### src/rtl/regpwm_pkg.sv
package regpwm_pkg;
  // Register selector taken from byte address bits [3:2]
  typedef enum logic [1:0] {
    SEL_LIMIT = 2'd0,
    SEL_WIDTH = 2'd1,
    SEL_RUN   = 2'd2,
    SEL_POL   = 2'd3
  } regsel_e;
endpackage

### src/rtl/regpwm_regs.sv
module regpwm_regs
  import regpwm_pkg::*;
#(
  parameter int DATA_W = 16,
  parameter int ADDR_W = 4
) (
  input  logic              clk,
  input  logic              rst,
  input  logic [ADDR_W-1:0] addr,
  input  logic              we,
  input  logic [DATA_W-1:0] wdata,
  output logic [DATA_W-1:0] limit_q,
  output logic [DATA_W-1:0] width_q,
  output logic              run_q,
  output logic              pol_q,
  output logic [DATA_W-1:0] rdata
);
  regsel_e sel;
  assign sel = regsel_e'(addr[3:2]);

  always_ff @(posedge clk) begin
    if (rst) begin
      limit_q <= '0;
      width_q <= '0;
      run_q   <= 1'b0;
      pol_q   <= 1'b0;
    end else if (we) begin
      case (sel)
        SEL_LIMIT: limit_q <= wdata;
        SEL_WIDTH: width_q <= wdata;
        SEL_RUN:   run_q   <= wdata[0];
        SEL_POL:   if (!run_q) pol_q <= wdata[0];
        default: ;
      endcase
    end
  end

  always_ff @(posedge clk) begin
    if (rst) begin
      rdata <= '0;
    end else begin
      case (sel)
        SEL_LIMIT: rdata <= limit_q;
        SEL_WIDTH: rdata <= width_q;
        SEL_RUN:   rdata <= {{(DATA_W-1){1'b0}}, run_q};
        SEL_POL:   rdata <= {{(DATA_W-1){1'b0}}, pol_q};
        default:   rdata <= '0;
      endcase
    end
  end
endmodule

### src/rtl/regpwm_counter.sv
module regpwm_counter #(
  parameter int CNT_W = 16
) (
  input  logic             clk,
  input  logic             rst,
  input  logic             run,
  input  logic [CNT_W-1:0] limit,
  output logic [CNT_W-1:0] cnt
);
  logic at_or_past;
  assign at_or_past = (cnt >= limit);

  always_ff @(posedge clk) begin
    if (rst || !run) begin
      cnt <= '0;
    end else if (at_or_past) begin
      cnt <= '0;
    end else begin
      cnt <= cnt + 1'b1;
    end
  end
endmodule

### src/rtl/regpwm_outstage.sv
module regpwm_outstage #(
  parameter int CNT_W = 16
) (
  input  logic             clk,
  input  logic             rst,
  input  logic             run,
  input  logic             pol,
  input  logic [CNT_W-1:0] cnt,
  input  logic [CNT_W-1:0] limit,
  input  logic [CNT_W-1:0] width,
  output logic             pwm_out
);
  logic width_zero;
  logic full_period;
  logic active;

  assign width_zero  = (width == '0);
  assign full_period = (width >= limit);
  assign active      = !width_zero && (full_period || (cnt < width));

  always_ff @(posedge clk) begin
    if (rst) begin
      pwm_out <= 1'b0;
    end else if (run) begin
      pwm_out <= active ^ pol;
    end else begin
      pwm_out <= pol;
    end
  end
endmodule

### src/rtl/regpwm_top.sv
module regpwm_top #(
  parameter int DATA_W = 16,
  parameter int ADDR_W = 4
) (
  input  logic              clk,
  input  logic              rst,
  input  logic [ADDR_W-1:0] bus_addr,
  input  logic              bus_we,
  input  logic [DATA_W-1:0] bus_wdata,
  output logic [DATA_W-1:0] bus_rdata,
  output logic              pwm_out
);
  localparam int CNT_W = DATA_W;

  logic [CNT_W-1:0] limit_q;
  logic [CNT_W-1:0] width_q;
  logic [CNT_W-1:0] cnt_q;
  logic             run_q;
  logic             pol_q;

  regpwm_regs #(.DATA_W(DATA_W), .ADDR_W(ADDR_W)) u_regs (
    .clk     (clk),
    .rst     (rst),
    .addr    (bus_addr),
    .we      (bus_we),
    .wdata   (bus_wdata),
    .limit_q (limit_q),
    .width_q (width_q),
    .run_q   (run_q),
    .pol_q   (pol_q),
    .rdata   (bus_rdata)
  );

  regpwm_counter #(.CNT_W(CNT_W)) u_cnt (
    .clk   (clk),
    .rst   (rst),
    .run   (run_q),
    .limit (limit_q),
    .cnt   (cnt_q)
  );

  regpwm_outstage #(.CNT_W(CNT_W)) u_out (
    .clk     (clk),
    .rst     (rst),
    .run     (run_q),
    .pol     (pol_q),
    .cnt     (cnt_q),
    .limit   (limit_q),
    .width   (width_q),
    .pwm_out (pwm_out)
  );
endmodule

### config.mk
export PLATFORM = sky130hd
export DESIGN_NAME = regpwm_top
export DESIGN_NICKNAME = d
export VERILOG_FILES = /design/src/rtl/regpwm_pkg.sv /design/src/rtl/regpwm_regs.sv /design/src/rtl/regpwm_counter.sv /design/src/rtl/regpwm_outstage.sv /design/src/rtl/regpwm_top.sv
export SDC_FILE = /design/constraint.sdc
export NUM_CORES = 1
export LEC_CHECK = 0
export BUFFER_PORTS_ARGS = -buffer_cell sky130_fd_sc_hd__buf_4
export CORE_UTILIZATION = 50
export DETAILED_ROUTE_END_ITERATION = 7
export GPL_TIMING_DRIVEN = 0
export PLACE_DENSITY = 0.7
export SYNTH_ARGS = -nofsm -noshare
export SYNTH_HDL_FRONTEND = slang
export SYNTH_SLANG_ARGS = --single-unit
### constraint.sdc
create_clock -name clk -period 2.81 [get_ports clk]
set_input_delay 0.4215 -clock clk [delete_from_list [all_inputs] [get_ports clk]]
set_output_delay 0.4215 -clock clk [all_outputs]
set_load 0.05 [all_outputs]
==> out/results.ini, run 1 <==
[logic_synthesis]
synth_top_area_cell = dfxtp_1
yosysUniqueCellTypes = 45
synth-edff-count = 0
synth_ff_type = dfxtp_1
yosys.area_share.simple_pct = 19.24
ys_seq_elements = 67
synth_xor_area_share_pct = 3.229
synthCells = 448
yosysTopAreaCellShare_pct = 35.32
synth_mux_area_share_pct = 5.074
yosysSeqAreaShare_pct = 35.32
syn_avg_cell_area_um2 = 8.476
synth_fa_ha_area_share_pct = 15.82
synthArstFlopShare_pct = 0
yosys_warnings = 0
syn_area_um2 = 3797
synth_compound_gate_area_share_pct = 15.45
yosys-top-cells-area = dfxtp_1 35%, ha_1 16%, nand2_1 9.1%
synth_top_family_by_area = simple AND/OR/NAND/NOR gates
synth_nets = 519

[sta]
holdWs_ps = 311.7
fmax_mhz = 485.3
rsz0062_at_grt = no
hold_viol = 0
setup-tns-final_ps = 0
fin_crit_sh_pct = 73.33
setup_viol = 0
tightest_slew_ps = 478.1
final_max_slew_viol_count = 0
relSlewSlack_pct = 68.13
fin_crit_ps = 2061
final.setup_skew_ps = 14.41

[route]
drtIter0Drc = 99
drcViolationCount = 0
drt_wl_total_um = 8750
vias = 3147
firstDrtPassIters = 4
avgRoutedWirePerCell_um = 14.61
ant_nets = 0
vias_per_cell = 5.254

[setup_path]
crit_fanout = 5
worst_setup_path_end_kind = register
startpoint_type = register
crit_slowest_cell = dfxtp_1
cp_cell_sequence = inv_1 -> ha_1 -> nand4_1 -> nor3_1 -> o21a_1 -> a31oi_1 -> a21o_1 -> o211ai_1
max_stage_delay_ps = 480
crit_arrival_ps = 2330
worstPathRequired_ps = 3080
worstSetupPathType = reg -> reg

[cts]
insertion_delay_ps = 360
cts_buffers = 9
post_cts_buffers = 0
cts_tree = done
h-tree-depth = 3
path_clk_slew_ps = 90
cts_sinks = 67
cts_max_path_buffers = 2
cts_resized = 0
root_buffer = clkbuf_8
cts_hold_buf = 0

[power]
leakagePower_nw = 1.838
ir_drop_uv = 427.8
power_density_nw_per_um2 = 481.7

[layout]
antenna_cells = 0
layout.nets = 566
syn2layout_area_growth_pct = 15.91
drive_above_1_share_pct = 17.00

[die]
floorplan.rows = 31
core_um2 = 7292
die_x_um = 89.15
fp.dieH_um = 89.15
dieArea_um2 = 7948
ios = 40
start_util_pct = 52.08

[place]
dpl.hpwl_um = 6674
portBuffers = 36
place.gp.congestion = 0.8437

[worst_hold_path]
hold_class = in -> reg

[grt]
grt_usage_pct = 24.22
grt_antenna_before_repair = 0
overflow = 0
grt_max_degree = 14
grt_pass1_vias = 2961
grt_first_pass_wirelength_um = 14410

[outcome]
status = complete, no violations

[job]
maxCapViolations = 0

## layout make-up
type,instances,area [um2]
Fill cell,701,2890
Multi-Input combinational cell,328,2233
Sequential cell,67,1341
Timing Repair Buffer,36,270.3
Clock buffer,10,137.6
Inverter,34,127.6
Tap cell,99,123.9
Buffer,19,95.09
Clock inverter,6,72.57
## cell usage after synthesis, types with 2 or more instances
library cell / instances
nand2b_1: 4
nor2b_1: 2
ha_1: 48
o211ai_1: 2
nor3_1: 4
inv_1: 34
and4_4: 2
and4_1: 2
a21oi_1: 48
o21ai_0: 6
clkbuf_1: 9
nand4_1: 8
mux2i_1: 17
buf_4: 2
nor2_1: 22
nand4_2: 2
dfxtp_1: 67
nand2_1: 92
nor4_1: 4
a21o_1: 11
buf_2: 7
a21oi_2: 14
a31oi_1: 2
and3_1: 2
xor2_1: 2
nand3_1: 5
xnor2_1: 12
## through the flow
| stage | power (mW) | cell area [um2] | util (%) | setup WS, ps | instances |
|---|---|---|---|---|---|
| floorplan | 1.193 | 3797 | - | 1088 | 448 |
| global placement | 1.274 | 4192 | 57.48 | 849.9 | 583 |
| detailed placement | 1.280 | 4192 | 57.48 | 819.7 | 583 |
| CTS | 2.129 | 4402 | 60.36 | 763.4 | 599 |
| global route | 2.202 | 4402 | 60.36 | 604.3 | 599 |
| finish | 2.120 | 4402 | 60.36 | 749.5 | 599 |
## registers in the layout, indices dropped and copies added, names as in the netlist
name            flops
u_regs.run_q        1
u_cnt.cnt          16
u_regs.rdata       16
u_regs.pol_q        1
u_regs.width_q     16
u_out.pwm_out       1
u_regs.limit_q     16
## routing by layer
layer / vias to the layer above / global-route usage [%] / wire [um]
met3: 18 / 5.540 / 308
met5: - / 0 / 0
li1: 1630 / - / -
met1: 1443 / 32.46 / 4270
met4: 0 / 8.369 / 156
met2: 56 / 38.38 / 4015
## where the power goes
group | leakage [nW] | total (mW) | internal, mW | switching (mW)
sequential | 0.542 | 0.990 | 0.969 | 0.0217
combinational | 1.19 | 0.270 | 0.106 | 0.164
clock | 0.103 | 0.860 | 0.443 | 0.417
total | 1.84 | 2.12 | 1.52 | 0.602
## worst paths after layout
| kind | start | end | slack (ps) | cells after the start |
|---|---|---|---|---|
| max | u_regs.width_q[15] | u_out.pwm_out | 750 | 8 |
| min | bus_wdata[6] | u_regs.width_q[6] | 310 | 3 |
| max reg2reg | u_regs.width_q[15] | u_out.pwm_out | 750 | 8 |
| min reg2reg | u_regs.limit_q[9] | u_regs.limit_q[9] | 480 | 2 |
## layout by cell type, fill, tap and decap left out, drive strengths merged, types with 7 or more instances in the layout
master and instances:
inv 36, buf 46, ha 48, mux2i 17, xnor2 12, o21ai 7, nand2 92, nand4 10
clkbuf 19, a21oi 63, dfxtp 67, nor2 22, a21o 11
## critical path, delay by kind of cell (launching register included)
kind / cells / cell delay, ps
AOI/OAI and AO/OA: 4 / 610
and+or+nand+nor: 2 / 500
DFF: 1 / 480
adders and majority gates: 1 / 300
buffers and inverters: 1 / 80
## cells by family after synthesis
logic type / after synthesis
AND/OR/NAND/NOR: 157
AO/OA/AOI/OAI: 91
flip-flops: 67
buffers and inverters: 53
adder cells (fa/ha/maj): 48
multiplexers: 18
XOR/XNOR: 14
Power figures use the tool's default switching activity.
==> run 2, diff against run 1 <==
clock period = 1.92 ns   (was 2.81 ns; I/O delays follow)
==> out/results.ini, run 2 (synthesis gave the netlist of run 1 again) <==
[cts]
insertion_delay_ps = 360
root_buffer = clkbuf_8
path_clk_slew_ps = 80
cts_tree = done
h-tree-depth = 3
cts_sinks = 67
cts_buffers = 9
cts_hold_buf = 0
cts_max_path_buffers = 2

[power]
power_density_nw_per_um2 = 688.1
ir_drop_uv = 548.8
p_int_mw = 2.265
power_frac_clock_pct = 39.6
total_power_mw = 3.168
comb_power_share_pct = 14.7
switching_share_pct = 28.49
p_seq_share_pct = 45.6
p_sw_mw = 0.9024
leakagePower_nw = 1.908

[die]
floorplan.rows = 31
die_x_um = 89.15
core_um2 = 7292
fp.dieH_um = 89.15
dieArea_um2 = 7948
ios = 40
start_util_pct = 52.08

[layout]
layout.nets = 573
fin_cells = 606
ff_latch_area_um2 = 1368
drive_above_1_share_pct = 22.68
layout_commonest_cell = nand2_1
multi_input_area_um2 = 2321
fin_util_pct = 63.13
syn2layout_area_growth_pct = 21.22
final_area_um2 = 4603
fillers = 674
final_cell_mix = 92 x nand2_1, 56 x dfxtp_1, 48 x a21oi_1, 44 x ha_1, 42 x buf_4
antenna_cells = 0

[sta]
fmax_mhz = 536.7
final.setup_skew_ps = 12.31
tightest_slew_ps = 486.6
fin_crit_ps = 1863
relSlewSlack_pct = 67.56
setup_viol = 0
setup_ws_ps = 56.71
fin_crit_sh_pct = 97.05
holdWs_ps = 176.4
final_max_slew_viol_count = 0
setup-tns-final_ps = 0
hold_viol = 0

[place]
dpl.hpwl_um = 6674
dp_cells = 583
portBuffers = 36
dpl-instance-area_um2 = 4192
place.gp.congestion = 0.8437
pre_cts_ws_ps = -70.33

[route]
vias = 3253
drt_wl_total_um = 9242
firstDrtPassIters = 4
drtIter0Drc = 130
vias_per_cell = 5.368
drcViolationCount = 0
ant_nets = 0
avgRoutedWirePerCell_um = 15.25

[outcome]
status = complete, no violations

[grt]
grt_antenna_before_repair = 0
grt_max_degree = 14
overflow = 0
grt_first_pass_wirelength_um = 14480
grt_pass1_vias = 2982
grt_usage_pct = 24.35

[worst_hold_path]
hold_class = in -> reg
hold_start = bus_wdata[6]

[job]
maxCapViolations = 0

[setup_path]
rr_startpoint = u_regs.width_q[13]
startpoint_type = register
worst_setup_path_end_kind = register
worstSetupPathType = reg -> reg
crit_arrival_ps = 2130
startpoint = u_regs.width_q[13]
worstPathRequired_ps = 2190
crit_fanout = 5

[run 2: cell types whose count changed in the layout (fill, tap and decap cells not counted), sizes merged]
cell	change
clkbuf	+1
buf	+6
[run 2: layout make-up]
type | count | share of cell area [%]
Timing Repair Buffer | 43 | 7.475
Clock inverter | 6 | 1.577
Inverter | 34 | 2.772
Tap cell | 99 | 2.691
Buffer | 19 | 2.365
Sequential cell | 67 | 29.71
Multi-Input combinational cell | 328 | 50.42
Clock buffer | 10 | 2.990
[run 2: path summary, 6_finish.rpt]
| path | slack, ps | cells after the start | endpoint |
|---|---|---|---|
| max reg2reg | 60 | 8 | u_out.pwm_out |
| min | 180 | 3 | u_regs.width_q[6] |
| max | 60 | 8 | u_out.pwm_out |
| min reg2reg | 460 | 2 | u_regs.limit_q[9] |
[run 2: repair_timing]
| item | in CTS | in global routing |
|---|---|---|
| resized for setup | 6 | 30 |
| pin swaps | 2 | 10 |
| endpoints found under the hold margin | 0 | 0 |
| cloned | 0 | 1 |
| endpoints found under the setup margin | 11 | 12 |
| buffers inserted | 0 | 6 |
[run 2: power groups by stage]
stage	registers, mW	clock network, mW	logic (mW)
4_1_cts	1.45	1.27	0.399
3_3_place_gp	1.48	0	0.384
6_report	1.45	1.26	0.467
2_1_floorplan	1.49	0	0.256
3_5_place_dp	1.48	0	0.392
5_1_grt	1.45	1.34	0.508
[run 2: layer usage]
layer	vias up	GRT usage, %	wire (um)
met3	25	5.540	360
met1	1502	32.41	4324
li1	1650	-	-
met2	76	38.93	4344
met5	-	0	0
met4	0	8.369	213
[run 2: critical path, stage by stage, from the launching register on]
cell and delay, ps:
dfxtp_4 390, inv_2 60, ha_4 270, nand4_1 160, nor3_4 280, o21a_1 170
a31oi_2 50, a21o_1 210, o211ai_1 190
